File: src/rtl/gpt_pkg.sv
package gpt_pkg;
  localparam int REG_CTRL   = 0;
  localparam int REG_IEN    = 1;
  localparam int REG_STAT   = 2;
  localparam int REG_CHMODE = 3;
  localparam int REG_CHEN   = 4;
  localparam int REG_CNT    = 5;
  localparam int REG_PSC    = 6;
  localparam int REG_ARR    = 7;
  localparam int REG_CCR    = 8;

  localparam int CTRL_RUN_BIT  = 0;
  localparam int CTRL_OPM_BIT  = 3;
  localparam int IEN_UPD_BIT   = 0;
  localparam int IEN_CAP_BIT   = 1;
  localparam int IEN_DMA_BIT   = 8;
  localparam int STAT_UPD_BIT  = 0;
  localparam int STAT_CAP_BIT  = 1;
  localparam int STAT_OVR_BIT  = 9;
  localparam int MODE_PRE_BIT  = 3;
  localparam int CHEN_ON_BIT   = 0;
  localparam int CHEN_POL_BIT  = 1;

  localparam logic [1:0] SEL_OUT  = 2'b00;
  localparam logic [1:0] SEL_CAP  = 2'b01;
  localparam logic [2:0] OC_PWM1  = 3'b110;
endpackage

File: src/rtl/gpt_counter.sv
module gpt_counter #(
  parameter int CNT_W = 32,
  parameter int PSC_W = 16
) (
  input  logic             clk_i,
  input  logic             rst_ni,
  input  logic             cen_i,
  input  logic             opm_i,
  input  logic             trig_i,
  input  logic [PSC_W-1:0] psc_i,
  input  logic [CNT_W-1:0] arr_i,
  input  logic             cnt_wr_i,
  input  logic [CNT_W-1:0] cnt_wdata_i,
  input  logic             psc_wr_i,
  output logic [CNT_W-1:0] cnt_o,
  output logic             uev_o,
  output logic             armed_o
);
  logic [PSC_W-1:0] psc_cnt_q;
  logic [CNT_W-1:0] cnt_q;
  logic             armed_q;
  logic             run, tick, start;

  assign start = cen_i & opm_i & trig_i & ~armed_q;
  assign run   = cen_i & (~opm_i | armed_q);
  assign tick  = run & (psc_cnt_q >= psc_i);
  assign uev_o = tick & (cnt_q == arr_i);

  always_ff @(posedge clk_i or negedge rst_ni) begin
    if (!rst_ni) begin
      psc_cnt_q <= '0;
      cnt_q     <= '0;
      armed_q   <= 1'b0;
    end else begin
      if (cnt_wr_i || psc_wr_i || start) psc_cnt_q <= '0;
      else if (run) psc_cnt_q <= tick ? '0 : psc_cnt_q + PSC_W'(1);

      if (cnt_wr_i)   cnt_q <= cnt_wdata_i;
      else if (start) cnt_q <= '0;
      else if (uev_o) cnt_q <= '0;
      else if (tick)  cnt_q <= cnt_q + CNT_W'(1);

      if (!cen_i || !opm_i) armed_q <= 1'b0;
      else if (start)       armed_q <= 1'b1;
      else if (uev_o)       armed_q <= 1'b0;
    end
  end

  assign cnt_o   = cnt_q;
  assign armed_o = armed_q;

  AST_CNT_WRAP: assert property (@(posedge clk_i) disable iff (!rst_ni)
    (uev_o && !cnt_wr_i) |=> (cnt_q == '0));
  AST_CNT_HOLD: assert property (@(posedge clk_i) disable iff (!rst_ni)
    (!cen_i && !cnt_wr_i) |=> $stable(cnt_q));
  AST_OPM_STOP: assert property (@(posedge clk_i) disable iff (!rst_ni)
    (opm_i && cen_i && uev_o && !start) |=> !armed_q);
endmodule

File: src/rtl/gpt_channel.sv
module gpt_channel
  import gpt_pkg::*;
#(
  parameter int CNT_W       = 32,
  parameter int SYNC_STAGES = 2
) (
  input  logic             clk_i,
  input  logic             rst_ni,
  input  logic             cap_i,
  input  logic [CNT_W-1:0] cnt_i,
  input  logic             uev_i,
  input  logic [CNT_W-1:0] ccr_i,
  input  logic [1:0]       sel_i,
  input  logic [2:0]       oc_mode_i,
  input  logic             preload_i,
  input  logic             ch_en_i,
  input  logic             pol_i,
  input  logic             opm_i,
  input  logic             armed_i,
  output logic             pwm_o,
  output logic             cap_evt_o
);
  logic             sync_q [SYNC_STAGES];
  logic             prev_q;
  logic             level, edge_hit, below;
  logic [CNT_W-1:0] ccr_act_q, cmp_val;

  for (genvar g = 0; g < SYNC_STAGES; g++) begin : g_sync
    if (g == 0) begin : g_first
      always_ff @(posedge clk_i or negedge rst_ni) begin
        if (!rst_ni) sync_q[g] <= 1'b0;
        else         sync_q[g] <= cap_i;
      end
    end else begin : g_next
      always_ff @(posedge clk_i or negedge rst_ni) begin
        if (!rst_ni) sync_q[g] <= 1'b0;
        else         sync_q[g] <= sync_q[g-1];
      end
    end
  end

  assign level = sync_q[SYNC_STAGES-1];

  always_ff @(posedge clk_i or negedge rst_ni) begin
    if (!rst_ni) prev_q <= 1'b0;
    else         prev_q <= level;
  end

  assign edge_hit  = pol_i ? (prev_q & ~level) : (~prev_q & level);
  assign cap_evt_o = ch_en_i & (sel_i == SEL_CAP) & edge_hit;

  // shadow-to-active transfer only at period boundary when preloading
  always_ff @(posedge clk_i or negedge rst_ni) begin
    if (!rst_ni)                ccr_act_q <= '0;
    else if (!preload_i || uev_i) ccr_act_q <= ccr_i;
  end

  assign cmp_val = preload_i ? ccr_act_q : ccr_i;
  assign below   = cnt_i < cmp_val;

  always_comb begin
    pwm_o = 1'b0;
    if (ch_en_i && sel_i == SEL_OUT) begin
      if (opm_i) pwm_o = armed_i & below;
      else       pwm_o = (oc_mode_i == OC_PWM1) & below;
    end
  end

  AST_PWM_OFF: assert property (@(posedge clk_i) disable iff (!rst_ni)
    !ch_en_i |-> !pwm_o);
  AST_PRELOAD_HOLD: assert property (@(posedge clk_i) disable iff (!rst_ni)
    (preload_i && !uev_i) |=> $stable(ccr_act_q));
  AST_OPM_IDLE_LOW: assert property (@(posedge clk_i) disable iff (!rst_ni)
    (opm_i && !armed_i) |-> !pwm_o);
endmodule

File: src/rtl/gpt_regs.sv
module gpt_regs
  import gpt_pkg::*;
#(
  parameter int CNT_W  = 32,
  parameter int PSC_W  = 16,
  parameter int ADDR_W = 4,
  parameter int DATA_W = 32
) (
  input  logic              clk_i,
  input  logic              rst_ni,
  input  logic              req_i,
  input  logic              we_i,
  input  logic [ADDR_W-1:0] addr_i,
  input  logic [DATA_W-1:0] wdata_i,
  output logic [DATA_W-1:0] rdata_o,
  input  logic [CNT_W-1:0]  cnt_i,
  input  logic              uev_i,
  input  logic              cap_evt_i,
  output logic              cen_o,
  output logic              opm_o,
  output logic [PSC_W-1:0]  psc_o,
  output logic [CNT_W-1:0]  arr_o,
  output logic [CNT_W-1:0]  ccr_o,
  output logic [1:0]        sel_o,
  output logic [2:0]        oc_mode_o,
  output logic              preload_o,
  output logic              ch_en_o,
  output logic              pol_o,
  output logic              cnt_wr_o,
  output logic [CNT_W-1:0]  cnt_wdata_o,
  output logic              psc_wr_o,
  output logic              irq_o,
  output logic              dma_req_o
);
  logic cen_q, opm_q, uie_q, ccie_q, ude_q;
  logic uif_q, ccif_q, ovr_q;
  logic [1:0] sel_q;
  logic [2:0] oc_mode_q;
  logic pre_q, ch_en_q, pol_q, dma_q;
  logic [PSC_W-1:0] psc_q;
  logic [CNT_W-1:0] arr_q, ccr_q;
  logic [DATA_W-1:0] rdata_q, rdata_d;
  logic wr, rd;
  logic wr_ctrl, wr_ien, wr_stat, wr_mode, wr_chen, wr_psc, wr_arr, wr_ccr;

  assign wr      = req_i & we_i;
  assign rd      = req_i & ~we_i;
  assign wr_ctrl = wr & (addr_i == ADDR_W'(REG_CTRL));
  assign wr_ien  = wr & (addr_i == ADDR_W'(REG_IEN));
  assign wr_stat = wr & (addr_i == ADDR_W'(REG_STAT));
  assign wr_mode = wr & (addr_i == ADDR_W'(REG_CHMODE));
  assign wr_chen = wr & (addr_i == ADDR_W'(REG_CHEN));
  assign wr_psc  = wr & (addr_i == ADDR_W'(REG_PSC));
  assign wr_arr  = wr & (addr_i == ADDR_W'(REG_ARR));
  assign wr_ccr  = wr & (addr_i == ADDR_W'(REG_CCR));

  assign cnt_wr_o    = wr & (addr_i == ADDR_W'(REG_CNT));
  assign cnt_wdata_o = wdata_i[CNT_W-1:0];
  assign psc_wr_o    = wr_psc;

  always_ff @(posedge clk_i or negedge rst_ni) begin
    if (!rst_ni) begin
      cen_q <= 1'b0; opm_q <= 1'b0;
      uie_q <= 1'b0; ccie_q <= 1'b0; ude_q <= 1'b0;
      sel_q <= '0; oc_mode_q <= '0; pre_q <= 1'b0;
      ch_en_q <= 1'b0; pol_q <= 1'b0;
      psc_q <= '0; arr_q <= '0;
    end else begin
      if (wr_ctrl) begin
        cen_q <= wdata_i[CTRL_RUN_BIT];
        opm_q <= wdata_i[CTRL_OPM_BIT];
      end
      if (wr_ien) begin
        uie_q  <= wdata_i[IEN_UPD_BIT];
        ccie_q <= wdata_i[IEN_CAP_BIT];
        ude_q  <= wdata_i[IEN_DMA_BIT];
      end
      if (wr_mode) begin
        sel_q     <= wdata_i[1:0];
        pre_q     <= wdata_i[MODE_PRE_BIT];
        oc_mode_q <= wdata_i[6:4];
      end
      if (wr_chen) begin
        ch_en_q <= wdata_i[CHEN_ON_BIT];
        pol_q   <= wdata_i[CHEN_POL_BIT];
      end
      if (wr_psc) psc_q <= wdata_i[PSC_W-1:0];
      if (wr_arr) arr_q <= wdata_i[CNT_W-1:0];
    end
  end

  // flags: write-0-to-clear, hardware set wins
  always_ff @(posedge clk_i or negedge rst_ni) begin
    if (!rst_ni) begin
      uif_q <= 1'b0; ccif_q <= 1'b0; ovr_q <= 1'b0;
    end else begin
      uif_q  <= (uif_q  & ~(wr_stat & ~wdata_i[STAT_UPD_BIT])) | uev_i;
      ccif_q <= (ccif_q & ~(wr_stat & ~wdata_i[STAT_CAP_BIT])) | cap_evt_i;
      ovr_q  <= (ovr_q  & ~(wr_stat & ~wdata_i[STAT_OVR_BIT])) | (cap_evt_i & ccif_q);
    end
  end

  always_ff @(posedge clk_i or negedge rst_ni) begin
    if (!rst_ni)        ccr_q <= '0;
    else if (cap_evt_i) ccr_q <= cnt_i;
    else if (wr_ccr)    ccr_q <= wdata_i[CNT_W-1:0];
  end

  always_ff @(posedge clk_i or negedge rst_ni) begin
    if (!rst_ni) dma_q <= 1'b0;
    else         dma_q <= uev_i & ude_q;
  end

  always_comb begin
    rdata_d = '0;
    case (addr_i)
      ADDR_W'(REG_CTRL): begin
        rdata_d[CTRL_RUN_BIT] = cen_q;
        rdata_d[CTRL_OPM_BIT] = opm_q;
      end
      ADDR_W'(REG_IEN): begin
        rdata_d[IEN_UPD_BIT] = uie_q;
        rdata_d[IEN_CAP_BIT] = ccie_q;
        rdata_d[IEN_DMA_BIT] = ude_q;
      end
      ADDR_W'(REG_STAT): begin
        rdata_d[STAT_UPD_BIT] = uif_q;
        rdata_d[STAT_CAP_BIT] = ccif_q;
        rdata_d[STAT_OVR_BIT] = ovr_q;
      end
      ADDR_W'(REG_CHMODE): begin
        rdata_d[1:0]          = sel_q;
        rdata_d[MODE_PRE_BIT] = pre_q;
        rdata_d[6:4]          = oc_mode_q;
      end
      ADDR_W'(REG_CHEN): begin
        rdata_d[CHEN_ON_BIT]  = ch_en_q;
        rdata_d[CHEN_POL_BIT] = pol_q;
      end
      ADDR_W'(REG_CNT): rdata_d = DATA_W'(cnt_i);
      ADDR_W'(REG_PSC): rdata_d = DATA_W'(psc_q);
      ADDR_W'(REG_ARR): rdata_d = DATA_W'(arr_q);
      ADDR_W'(REG_CCR): rdata_d = DATA_W'(ccr_q);
      default: rdata_d = '0;
    endcase
  end

  always_ff @(posedge clk_i or negedge rst_ni) begin
    if (!rst_ni)  rdata_q <= '0;
    else if (rd)  rdata_q <= rdata_d;
  end

  assign rdata_o   = rdata_q;
  assign irq_o     = (uif_q & uie_q) | (ccif_q & ccie_q);
  assign dma_req_o = dma_q;
  assign cen_o     = cen_q;
  assign opm_o     = opm_q;
  assign psc_o     = psc_q;
  assign arr_o     = arr_q;
  assign ccr_o     = ccr_q;
  assign sel_o     = sel_q;
  assign oc_mode_o = oc_mode_q;
  assign preload_o = pre_q;
  assign ch_en_o   = ch_en_q;
  assign pol_o     = pol_q;

  AST_UIF_SET: assert property (@(posedge clk_i) disable iff (!rst_ni)
    uev_i |=> uif_q);
  AST_CCIF_SET: assert property (@(posedge clk_i) disable iff (!rst_ni)
    cap_evt_i |=> ccif_q);
  AST_OVR_SET: assert property (@(posedge clk_i) disable iff (!rst_ni)
    (cap_evt_i && ccif_q) |=> ovr_q);
  AST_DMA_CAUSE: assert property (@(posedge clk_i) disable iff (!rst_ni)
    dma_req_o |-> $past(uev_i && ude_q));
endmodule

File: src/rtl/gp_timer.sv
module gp_timer #(
  parameter int CNT_W       = 32,
  parameter int PSC_W       = 16,
  parameter int ADDR_W      = 4,
  parameter int DATA_W      = 32,
  parameter int SYNC_STAGES = 2
) (
  input  logic              clk_i,
  input  logic              rst_ni,
  input  logic              req_i,
  input  logic              we_i,
  input  logic [ADDR_W-1:0] addr_i,
  input  logic [DATA_W-1:0] wdata_i,
  output logic [DATA_W-1:0] rdata_o,
  input  logic              cap_i,
  input  logic              trig_i,
  output logic              pwm_o,
  output logic              irq_o,
  output logic              dma_req_o
);
  logic             cen, opm, preload, ch_en, pol, cnt_wr, psc_wr, uev, armed, cap_evt;
  logic [PSC_W-1:0] psc;
  logic [CNT_W-1:0] arr, ccr, cnt, cnt_wdata;
  logic [1:0]       sel;
  logic [2:0]       oc_mode;

  gpt_regs #(.CNT_W(CNT_W), .PSC_W(PSC_W), .ADDR_W(ADDR_W), .DATA_W(DATA_W)) u_regs (
    .clk_i(clk_i), .rst_ni(rst_ni), .req_i(req_i), .we_i(we_i), .addr_i(addr_i),
    .wdata_i(wdata_i), .rdata_o(rdata_o), .cnt_i(cnt), .uev_i(uev), .cap_evt_i(cap_evt),
    .cen_o(cen), .opm_o(opm), .psc_o(psc), .arr_o(arr), .ccr_o(ccr), .sel_o(sel),
    .oc_mode_o(oc_mode), .preload_o(preload), .ch_en_o(ch_en), .pol_o(pol),
    .cnt_wr_o(cnt_wr), .cnt_wdata_o(cnt_wdata), .psc_wr_o(psc_wr),
    .irq_o(irq_o), .dma_req_o(dma_req_o)
  );

  gpt_counter #(.CNT_W(CNT_W), .PSC_W(PSC_W)) u_counter (
    .clk_i(clk_i), .rst_ni(rst_ni), .cen_i(cen), .opm_i(opm), .trig_i(trig_i),
    .psc_i(psc), .arr_i(arr), .cnt_wr_i(cnt_wr), .cnt_wdata_i(cnt_wdata),
    .psc_wr_i(psc_wr), .cnt_o(cnt), .uev_o(uev), .armed_o(armed)
  );

  gpt_channel #(.CNT_W(CNT_W), .SYNC_STAGES(SYNC_STAGES)) u_channel (
    .clk_i(clk_i), .rst_ni(rst_ni), .cap_i(cap_i), .cnt_i(cnt), .uev_i(uev),
    .ccr_i(ccr), .sel_i(sel), .oc_mode_i(oc_mode), .preload_i(preload),
    .ch_en_i(ch_en), .pol_i(pol), .opm_i(opm), .armed_i(armed),
    .pwm_o(pwm_o), .cap_evt_o(cap_evt)
  );
endmodule

File: config.mk
export PLATFORM = sky130hd
export DESIGN_NAME = gp_timer
export DESIGN_NICKNAME = d
export VERILOG_FILES = /design/src/rtl/gpt_pkg.sv /design/src/rtl/gpt_counter.sv /design/src/rtl/gpt_channel.sv /design/src/rtl/gpt_regs.sv /design/src/rtl/gp_timer.sv
export SDC_FILE = /design/constraint.sdc
export NUM_CORES = 1
export LEC_CHECK = 0
export BUFFER_PORTS_ARGS = -buffer_cell sky130_fd_sc_hd__buf_2
export CAP_MARGIN = 5
export CORE_MARGIN = 8
export CORE_UTILIZATION = 35
export CTS_BUF_LIST = sky130_fd_sc_hd__clkbuf_4
export CTS_CLUSTER_DIAMETER = 100
export DETAILED_ROUTE_END_ITERATION = 8
export PLACE_DENSITY_LB_ADDON = 0.05
export SKIP_CTS_REPAIR_TIMING = 1
export SLEW_MARGIN = 20
export SYNTH_ARGS = -nofsm -noshare
export SYNTH_HDL_FRONTEND = slang
export SYNTH_SLANG_ARGS = --single-unit
File: constraint.sdc
create_clock -name clk_i -period 8.19 [get_ports clk_i]
set_input_delay 1.2285 -clock clk_i [delete_from_list [all_inputs] [get_ports clk_i]]
set_output_delay 1.2285 -clock clk_i [all_outputs]
set_load 0.01 [all_outputs]
Word level (Yosys, flattened, before mapping). Index checks and enable logic that the tools add are counted.

Register bits: 213. Input bits: 42. Output and inout port bits: 35. Word-level logic and storage cells: 128.

Add/subtract/negate cells: 2. $lt $le $gt $ge: 2. Eq/ne operators: 11. Multiplexer cells: 25. Bitwise gates (word level): 49. Reductions and logical operators: 14.

Operators by type and width (number): two-way mux 32 bit (7); case mux 22 bit (4 select lines) (1); two-way mux 16 bit (3); AND 1 bit (33); adder 32 x 1 -> 32 bit (second input constant) (1); equality test 32 bit (1); less-than comparator 32 bit (1); adder 16 x 1 -> 16 bit (second input constant) (1); equality test 4 x 3 -> 1 bit (second input constant) (4); >= comparator 16 bit (1); case mux 3 bit (5 select lines) (1); inverter 1 bit (11); case mux 1 bit (5 select lines) (2); case mux 1 bit (9 select lines) (1); equality test 4 x 2 -> 1 bit (second input constant) (2); case mux 1 bit (4 select lines) (2); case mux 1 bit (8 select lines) (1); two-way mux 1 bit (6); case mux 1 bit (6 select lines) (1); bitwise OR 1 bit (5); equality test 4 x 1 -> 1 bit (second input constant) (1); equality test 4 bit (second input constant) (1); logical NOT 4 bit (1); logical OR 1 bit (4); other kinds (8) (11).

Longest topological paths before layout.
Depth in word-level cells: 8. Gate-level depth with buffers: 11. Depth with buffers taken out: 9.

Modules after synthesis. From an unflattened synthesis, not the netlist that was laid out.

Cell total of the unflattened synthesis: 1217. Area, all modules: 12574.6 um2.

Modules (own cells, without submodules): gpt_regs (times used 1, cells each 561, area each 6381.1 um2); gpt_counter (times used 1, cells each 461, area each 3832.4 um2); gpt_channel (times used 1, cells each 195, area each 2361.0 um2).

Least setup slack after synthesis. OpenSTA, ideal clock, no wires.

Kind: register to output. From: register u_regs.pre_q (netlist: u_regs.preload_o). To: output pwm_o. Arrival: 2.613 ns. Required time: 6.962 ns. Slack: 4.348 ns. Cell stages (with the launch flop): 12. Path buffers: 2. Cell sequence: dfrtp_1 clkbuf_1 clkbuf_1 mux2i_1 ha_1 a21o_1 a21o_1 a211oi_1 o21ai_0 o211ai_1 a311oi_1 o21ai_0.

Word-level cells in the longest chain between the ends: 5. Elaborated cells between the ends (all ways): 6.

Ends and longest elaborated chain: start: declaration (line gpt_regs.sv:39) `logic pre_q, ch_en_q, pol_q, dma_q;`; start signal: assignment (line gpt_regs.sv:80) `pre_q <= wdata_i[MODE_PRE_BIT];`; two-way mux 32 bit (*) (line gpt_channel.sv:58) `assign cmp_val = preload_i ? ccr_act_q : ccr_i;`; less-than comparator 32 bit (*) (line gpt_channel.sv:59) `assign below = cnt_i < cmp_val;`; AND 1 bit, on equally long branches (line gpt_channel.sv:65, gpt_channel.sv:64); two-way mux 1 bit (*) (line gpt_channel.sv:64) `if (opm_i) pwm_o = armed_i & below;`; two-way mux 1 bit (*) (line gpt_channel.sv:63) `if (ch_en_i && sel_i == SEL_OUT) begin`; end: declaration (line gp_timer.sv:17) `output logic pwm_o,`.

Every way passes the cells marked *; elsewhere a longest branch is shown, timed or not.

Worst setup path after layout. Ends and elaborated chain as after synthesis.

==> out/summary.txt <==
Status: finished clean
FILL cells: 3467
Tmin final: 4.868 ns
Clock-pin slew on the worst setup and hold paths: 0.06 ns
Setup_tns: 0 ns
Seq/Total Area, Yosys: 0.4463
Ys Warns: 0
Worst slew pin tran: 1.003 ns
Initial antenna violation count: 3
Total core area: 33530 µm²
Worst setup margin: 3.322 ns
R2R setup slack: 4.56 ns
Die X: 200.7 µm
P_leak: 5.846 nW
Total CTS buffers: 66
Clock Latency Late Sink: 0.67 ns
Peak Freq: 0.2054 GHz
Most frequent cells in the layout: dfrtp_1, nand2_1, o21ai_0
Slew Viols, Final: 0
Layout Skew: 0.03680 ns
Drt pass-1 iters: 5
Period Utilization, post-route: 0.5943
Detail Route Antenna Nets: 0
Critical path's top delay family: compound AO/OA/AOI/OAI gates
Comb pwr share: 0.259
Final core utilization: 0.4004
I/O pins: 77
Max cap viols: 0
Critical Path Max Stage Delay: 0.52 ns
Crit-path slowest cell: buf_4
Max FO, Critical Path: 35
Num rows: 67
Min-delay worst type: flop to flop
CP cell instances: buf_4 -> mux2i_1 -> ha_1 -> a21o_1 -> a21o_1 -> a211oi_1 -> o21ai_0 -> o211ai_1 -> a311oi_1 -> o21ai_0 -> buf_2
Clock tree sinks: 213
WP data arrival: 3.64 ns
EDFF count, synth: 0
Clock tree root driver cell: clkbuf_4
DR WL/cell: 22.16 µm
Final Hold Vio Count: 0
I/O Buffers: 76
Flops & latches, synth: 213
RSZ-0062 raised after global routing: no
Clock Path Buffers: 3
Number of global-route vias before repair: 10050
Non-filler cells, final: 1746
Buf+Inv Stages, Crit Path: 2
Leading cell type in the layout, fill and taps excluded: dfrtp_1
Global route overflow: 0
Vias: 9446
CP Class: flop to primary output
Slew margin rel.: 0.3314
Final setup vio count: 0
HPWL Detailed: 26260 µm
Hold Slack: 0.3451 ns
Die area: 40290 µm²
Placed cell count: 1635
Area of the multi-input gates: 6127 µm²
Largest net degree at the start of global routing: 123
Int Pwr: 0.002274 W
Area growth from synthesis to layout: 12.42%
Net Switching: 0.001213 W
Async SR Flop Fraction: 1.000
Die Ht: 200.7 µm
Fraction of layout cells with a size suffix above 1: 0.2263
Synthesized area: 11940 µm²
Final wirelength: 38700 µm
CTS tree: done
Critical Path RT: 6.96 ns
Syn Inst Count: 1185
Sequential Power Share: 0.450
Mapped Nets: 1276
Vias/cell: 5.410
GPL Wtd Cong: 0.7741
# DRC: 0
Global-route wire length before repair: 60930 µm
Switch share: 0.3479
Register area: 5331 µm²
Library cells used by synthesis: 75
Maximum vdd drop: 0.1242 mV
Avg Cell Area, Syn: 10.08 µm²
Crit end category: primary output
Prevailing post-synth register cell: dfrtp_1
Starting DRT DRC Count: 552
H-Tree Level Count: 3
Total GRT Usage: 0.1921
Clock network fraction of total power: 0.292
CP Launch Type: flop
Nets: 1346
Pre-CTS WS: 4.034 ns
Pwr dens: 259.7 nW/µm²
Initial Util: 0.3562
cell type report:
type | count | share of cell area
inverter | 27 | 0.007547
sequential | 213 | 0.3970
timing repair buffer | 94 | 0.03914
multi-input combinational | 853 | 0.4563
antenna | 3 | 0.0005591
tap | 448 | 0.04174
clock inverter | 10 | 0.002889
clock buffer | 98 | 0.05479
registers in the layout, indices dropped and copies added (netlist names), 2 cells and up:
name and count:
u_channel.ccr_act_q 32, u_counter.cnt_o 32, u_regs.arr_o 32, u_regs.ccr_o 32, u_regs.rdata_o 32, u_counter.psc_cnt_q 16
u_regs.psc_o 16, u_regs.oc_mode_o 3, u_regs.sel_o 2
stage by stage:
stage | total power [W] | area [µm²]
floorplan | 0.002160 | 11940
global placement | 0.002493 | 12640
detailed placement | 0.002499 | 12640
CTS | 0.003546 | 13420
global route | 0.003753 | 13430
finish | 0.003488 | 13430
cells in the mapped netlist (3+ instances only):
| master | count | area, µm² |
|---|---|---|
| nor2b_1 | 4 | 25.02 |
| nor3b_1 | 5 | 37.54 |
| nand3b_1 | 4 | 30.03 |
| nor4_1 | 19 | 118.9 |
| and4_1 | 3 | 26.28 |
| inv_1 | 27 | 101.4 |
| mux2i_1 | 67 | 670.6 |
| xor2_1 | 36 | 315.3 |
| a32oi_1 | 3 | 26.28 |
| or2_2 | 3 | 18.77 |
| ha_1 | 49 | 613.1 |
| mux2_1 | 4 | 45.04 |
| a21o_1 | 14 | 105.1 |
| and3_1 | 10 | 62.56 |
| a221oi_1 | 18 | 157.7 |
| nand4_1 | 19 | 118.9 |
| a311o_1 | 3 | 30.03 |
| clkbuf_1 | 51 | 191.4 |
| nor3_1 | 9 | 45.04 |
| buf_1 | 4 | 15.01 |
| a22oi_1 | 21 | 157.7 |
| a22o_1 | 32 | 280.3 |
| mux2_2 | 74 | 833.3 |
| buf_4 | 10 | 75.07 |
| nor4b_1 | 3 | 26.28 |
| or4_1 | 8 | 60.06 |
| a31oi_1 | 7 | 43.79 |
| o211ai_1 | 10 | 75.07 |
| nor2_1 | 44 | 165.2 |
| buf_2 | 23 | 115.1 |
| a21oi_1 | 49 | 245.2 |
| nand2_1 | 123 | 461.7 |
| and2_1 | 5 | 31.28 |
| nand3_1 | 40 | 200.2 |
| dfrtp_1 | 213 | 5330 |
| o21ai_0 | 108 | 540.5 |
| nand2b_1 | 7 | 43.79 |
| or3_1 | 10 | 62.56 |
logic make-up after synthesis:
| family | synth area share |
|---|---|
| AND/OR/NAND/NOR | 0.1415 |
| AO/OA/AOI/OAI | 0.1600 |
| flip-flops | 0.4463 |
| multiplexers | 0.1297 |
| buffers and inverters | 0.04410 |
| adder cells (fa/ha/maj) | 0.05133 |
| XOR/XNOR | 0.02713 |
layer usage:
metal / wire length [µm] / vias to the layer above / share of wire / GRT usage
met5: 0 / - / 0 / 0
met4: 782 / 0 / 0.020 / 0.06124
met3: 1682 / 58 / 0.043 / 0.03970
met2: 17740 / 211 / 0.46 / 0.3028
met1: 18490 / 4642 / 0.48 / 0.2609
li1: - / 4535 / - / -
worst reg2reg max path, delay by kind of cell (launching register included):
kind / cells / cell delay [ns]
AO/OA/AOI/OAI: 3 / 1.59
XOR/XNOR: 1 / 0.20
flip-flops: 1 / 0.65
AND/OR/NAND/NOR: 3 / 1.06
power by group through the flow:
stage          combinational, W  sequential [W]  clock, W
3_5_place_dp           0.000915         0.00158         0
3_3_place_gp           0.000906         0.00159         0
2_1_floorplan          0.000685         0.00148         0
4_1_cts                0.000919         0.00157   0.00106
5_1_grt                 0.00102         0.00161   0.00112
6_report               0.000903         0.00157   0.00102
path summary, 6_finish.rpt:
check	startpoint	to	depth (start not counted)
worst max-delay path	u_regs.preload_o	pwm_o	11
worst min-delay path	u_channel.sync_q[1]	u_channel.level	0
worst max register to register	u_counter.cnt_o[3]	u_counter.cnt_o[15]	7
worst min register to register	u_channel.sync_q[1]	u_channel.level	0
max in group asynchronous	rst_ni	u_regs.preload_o	2
min in group asynchronous	rst_ni	u_regs.rdata_o[27]	1
No activity file was read; power rests on OpenSTA's default activity.
